===== src/rtl/plane_cmp_unit.sv =====
module plane_cmp_unit #(
  parameter int W    = 16,
  parameter int CNTW = 12
) (
  input  logic              clk,
  input  logic              rst_n,
  input  logic              reg_we,
  input  logic [2:0]        reg_addr,
  input  logic [1:0]        reg_be,
  input  logic [15:0]       reg_wdata,
  input  logic              rd_req,
  input  logic [4*W-1:0]    vram_rdata,
  output logic [W-1:0]      rd_data,
  output logic              rd_valid,
  output logic [3:0]        plane_wr_en,
  output logic [3:0]        src_shift,
  output logic [3:0]        dst_shift,
  output logic [CNTW:0]     xfer_count,
  output logic              init_done
);

  logic [15:0]  regs [8];
  logic [15:0]  wmerged;
  logic [W-1:0] pw   [4];
  logic [W-1:0] pat  [4];
  logic [W-1:0] patl [4];
  logic [W-1:0] cmp;
  logic [CNTW-1:0] len_next;

  always_comb begin
    wmerged = regs[reg_addr];
    if (reg_be[0]) wmerged[7:0]  = reg_wdata[7:0];
    if (reg_be[1]) wmerged[15:8] = reg_wdata[15:8];
  end

  assign len_next = (reg_addr == 3'd7) ? wmerged[CNTW-1:0] : regs[7][CNTW-1:0];

  for (genvar i = 0; i < 4; i++) begin : g_plane
    assign pw[i] = vram_rdata[W*((i+1)%4) +: W];
    always_comb begin
      case (regs[1][14:13])
        2'd1:    pat[i] = {W{regs[5][i]}};
        2'd2:    pat[i] = {W{regs[3][i]}};
        default: pat[i] = patl[i];
      endcase
    end
  end

  assign cmp = ~(pat[0] ^ pw[0]) & ~(pat[1] ^ pw[1]) &
               ~(pat[2] ^ pw[2]) & ~(pat[3] ^ pw[3]);

  assign plane_wr_en = ~regs[0][3:0];
  assign src_shift   = regs[6][3:0];
  assign dst_shift   = regs[6][7:4];

  always_ff @(posedge clk) begin
    if (!rst_n) begin
      for (int k = 0; k < 8; k++) regs[k] <= '0;
      for (int k = 0; k < 4; k++) patl[k] <= '0;
      rd_data    <= '0;
      rd_valid   <= 1'b0;
      xfer_count <= '0;
      init_done  <= 1'b0;
    end else begin
      rd_valid <= rd_req;
      if (reg_we) begin
        regs[reg_addr] <= wmerged;
        if (reg_addr == 3'd6 || reg_addr == 3'd7)
          xfer_count <= {1'b0, len_next} + 1'b1;
      end
      if (rd_req) begin
        init_done <= 1'b1;
        rd_data   <= regs[2][13] ? cmp : pw[regs[1][9:8]];
        if (regs[1][12])
          for (int k = 0; k < 4; k++) patl[k] <= pw[k];
      end
    end
  end

endmodule


===== config.mk =====
export PLATFORM = sky130hd
export DESIGN_NAME = plane_cmp_unit
export DESIGN_NICKNAME = d
export VERILOG_FILES = /design/src/rtl/plane_cmp_unit.sv
export SDC_FILE = /design/constraint.sdc
export NUM_CORES = 1
export LEC_CHECK = 0
export ABC_AREA = 1
export BUFFER_PORTS_ARGS = -buffer_cell sky130_fd_sc_hd__buf_2
export CORE_ASPECT_RATIO = 0.6
export CORE_MARGIN = 8
export CORE_UTILIZATION = 45
export CTS_CLUSTER_SIZE = 24
export DETAILED_ROUTE_END_ITERATION = 10
export PLACE_DENSITY_LB_ADDON = 0.05
export SYNTH_ARGS = -nofsm -noshare
export SYNTH_HDL_FRONTEND = slang
export SYNTH_SLANG_ARGS = --single-unit

===== constraint.sdc =====
create_clock -name clk -period 3.31 [get_ports clk]
set_input_delay 0.1655 -clock clk [delete_from_list [all_inputs] [get_ports clk]]
set_output_delay 0.1655 -clock clk [all_outputs]
set_load 0.01 [all_outputs]

==> run metrics <==
status=complete, no violations; Cell variety after synth=40; DP Wirelength=22.3 mm; die area=30800 um2; Final Wtd Congestion=0.829; Post-DP Area=12300 um2; CP required=3.77 ns; GRT overflow=0; hold crit path type=in -> reg; relative slew slack=31.5%; Starting Density=45.4%; Setup crit end=rd_data[3]; setup violators final=0; Die Wd=221 um; Nets=1561; PD cells=482 nW/um2; cell taking the most area after synthesis=edfxtp_1; I/O pin cnt=132; reg2reg path depth=10; Arr. time, crit path=3.47 ns; post-layout min period=3.01 ns; setup repair after global routing missed its margin=no; total global-route track usage=21.7%; share of the synthesized area in the top cell type=48.6%; Post-synth EDFFs=184; later-pin clock latency in the skew report=0.52 ns; Buffers on Ports=130; DR WL/cell=18.9 um; CTS tree=built; clock root buffer=clkbuf_16; Worst setup EP type=flip-flop; reg2reg setup slack=0.30 ns; setup_tns=0 ns; Final ANT Viol Nets=0; Die Y=139 um; TritonRoute pass-1 iters=5; CP Launch Point=regs[1][13]; Seq/Total Area, Yosys=54.0%; #FFs+latches synth=215; Final Hold Viols=0; Leak=5.88 nW; VDD IR max=282 uV; WS Path Type=reg -> reg; routed wire length=34.4 mm; WHS=0.00200 ns; # fillers=2355; Clock transition at path regs=0.07 ns; Resize count post-CTS=0; fin area=13500 um2; Syn Area/Cell=8.68 um2; initial antenna violation count=3; register area=6150 um2; vias in the first global route=9029; DRC violations left=0; global-route wire length before repair=53.1 mm; Via Count=9587; FP Rows=45; Syn-to-layout area delta=18.6%; H-tree depth=1; footprint of the multi-input gates=4280 um2; skew final=0.0248 ns; warnings from Yosys=0; Max Fclk=0.332 GHz; Post-synth top cells=nor2_1 (245), nand2_1 (204), edfxtp_1 (184); Starting DRT DRC Count=912; core area=25100 um2; Syn Nets=1403; CP Max Fanout=14; top-count cell post-synth=nor2_1; Area contributors post-synth=edfxtp_1 (49%), nor2_1 (8.1%), nand2_1 (6.7%), o21ai_0 (5.6%), dfxtp_1 (5.5%); Async SR Flop Fraction=0%; worst-margin pin slew=1.02 ns; largest net degree at the start of global routing=65; mapped cell area=11400 um2; cell count after synthesis=1311; Reg2Reg Capture Point=rd_data[3]; prevailing post-synth register cell=edfxtp_1; maxcap violations=0; critical path launch point type=flip-flop; CTS Sinks=215; layout cells sized above 1=16.9%; Tcrit/Tclk final=91.0%; r2r startpoint=regs[1][13]; clk buf depth=3; CTS buffer count=23; DR vias/cell=5.27; max-slew violations=0
==> cell families (layout without fill, tap and decap cells) <==
kind of cell               after synthesis  after routing  share of synthesized area [%]
other                                    0              3                              0
DFF                                    215            215                           54.0
adders and majority gates                3              3                          0.330
xor gates and xnor gates                40             40                           3.08
buffers and inverters                  230            405                           8.45
and+or+nand+nor                        578            578                           21.8
AOI/OAI and AO/OA                      245            245                           12.4
==> where the power goes <==
part	leakage (nW)	internal, mW	switching (mW)
combinational	3.36	0.304	0.611
clock	0.344	1.36	1.10
sequential	2.17	3.08	0.0484
total	5.88	4.74	1.76
==> through the flow <==
step,setup WS [ns],power (mW),utilization [%],instances
6_report,0.299,6.50,53.8,1818
3_5_place_dp,0.771,4.05,49.0,1722
4_1_cts,0.290,6.54,53.8,1815
3_3_place_gp,0.805,4.04,49.0,1722
5_1_grt,0.0352,6.75,53.8,1818
2_1_floorplan,0.801,3.72,-,1311
==> per-layer routing <==
layer,vias to the layer above,global-route usage [%],routed length (um)
met2,353,32.1,14400
met1,4522,32.4,16700
li1,4662,-,-
met5,-,0,0
met3,50,4.12,2590
met4,0,4.62,671
==> critical path, stage by stage (launching register included) <==
cell and delay (ns):
edfxtp_1 0.40, inv_1 0.06, ha_1 0.29, inv_1 0.16, nand3_1 0.63, o21ai_0 0.32, o21ai_0 0.13, a21oi_1 0.16
nand3_1 0.08, dlygate4sd3_1 0.56, a31oi_1 0.13
==> worst min-delay path by stage <==
stage | start | to | slack (ns) | cells past startpoint
floorplan | rd_req | init_done | 0.28 | 2
global placement | init_done | init_done | 0.43 | 2
detailed placement | init_done | init_done | 0.43 | 2
CTS | vram_rdata[21] | patl[0][5] | 0.00005 | 3
global route | vram_rdata[37] | patl[1][5] | 0.02 | 3
finish | vram_rdata[21] | patl[0][5] | 0.002 | 3
==> layout by cell type, fill, tap and decap left out, drive strengths merged, types with 4 or more instances in the layout <==
master,instances
nand4,6
nand2,216
o211ai,25
buf,157
nor2,253
a31oi,16
o21ai,131
clkbuf,27
edfxtp,184
o21a,9
xor2,40
dfxtp,31
clkinv,12
or2,24
nand3,78
inv,157
o2111ai,4
a21oi,46
dlygate4sd3,51
==> layout make-up <==
class | count | area share (%)
sequential | 215 | 45.6
multi-input combinational | 866 | 31.7
timing repair buffer | 208 | 10.2
clock buffer | 27 | 4.38
inverter | 155 | 4.31
tap | 329 | 3.05
clock inverter | 15 | 0.742
antenna | 3 | 0.0556
==> flip-flops by register name, indices dropped and copies added, names as in the netlist <==
signal / count
rd_data: 16
init_done: 1
patl: 64
xfer_count: 13
rd_valid: 1
regs: 120
==> repair_timing <==
action	CTS	global route
endpoints found under the hold margin	55	0
endpoints found under the setup margin	0	0
setup buffers	0	0
hold buffers	51	0
Note: power is estimated with default switching activity, not from simulation.
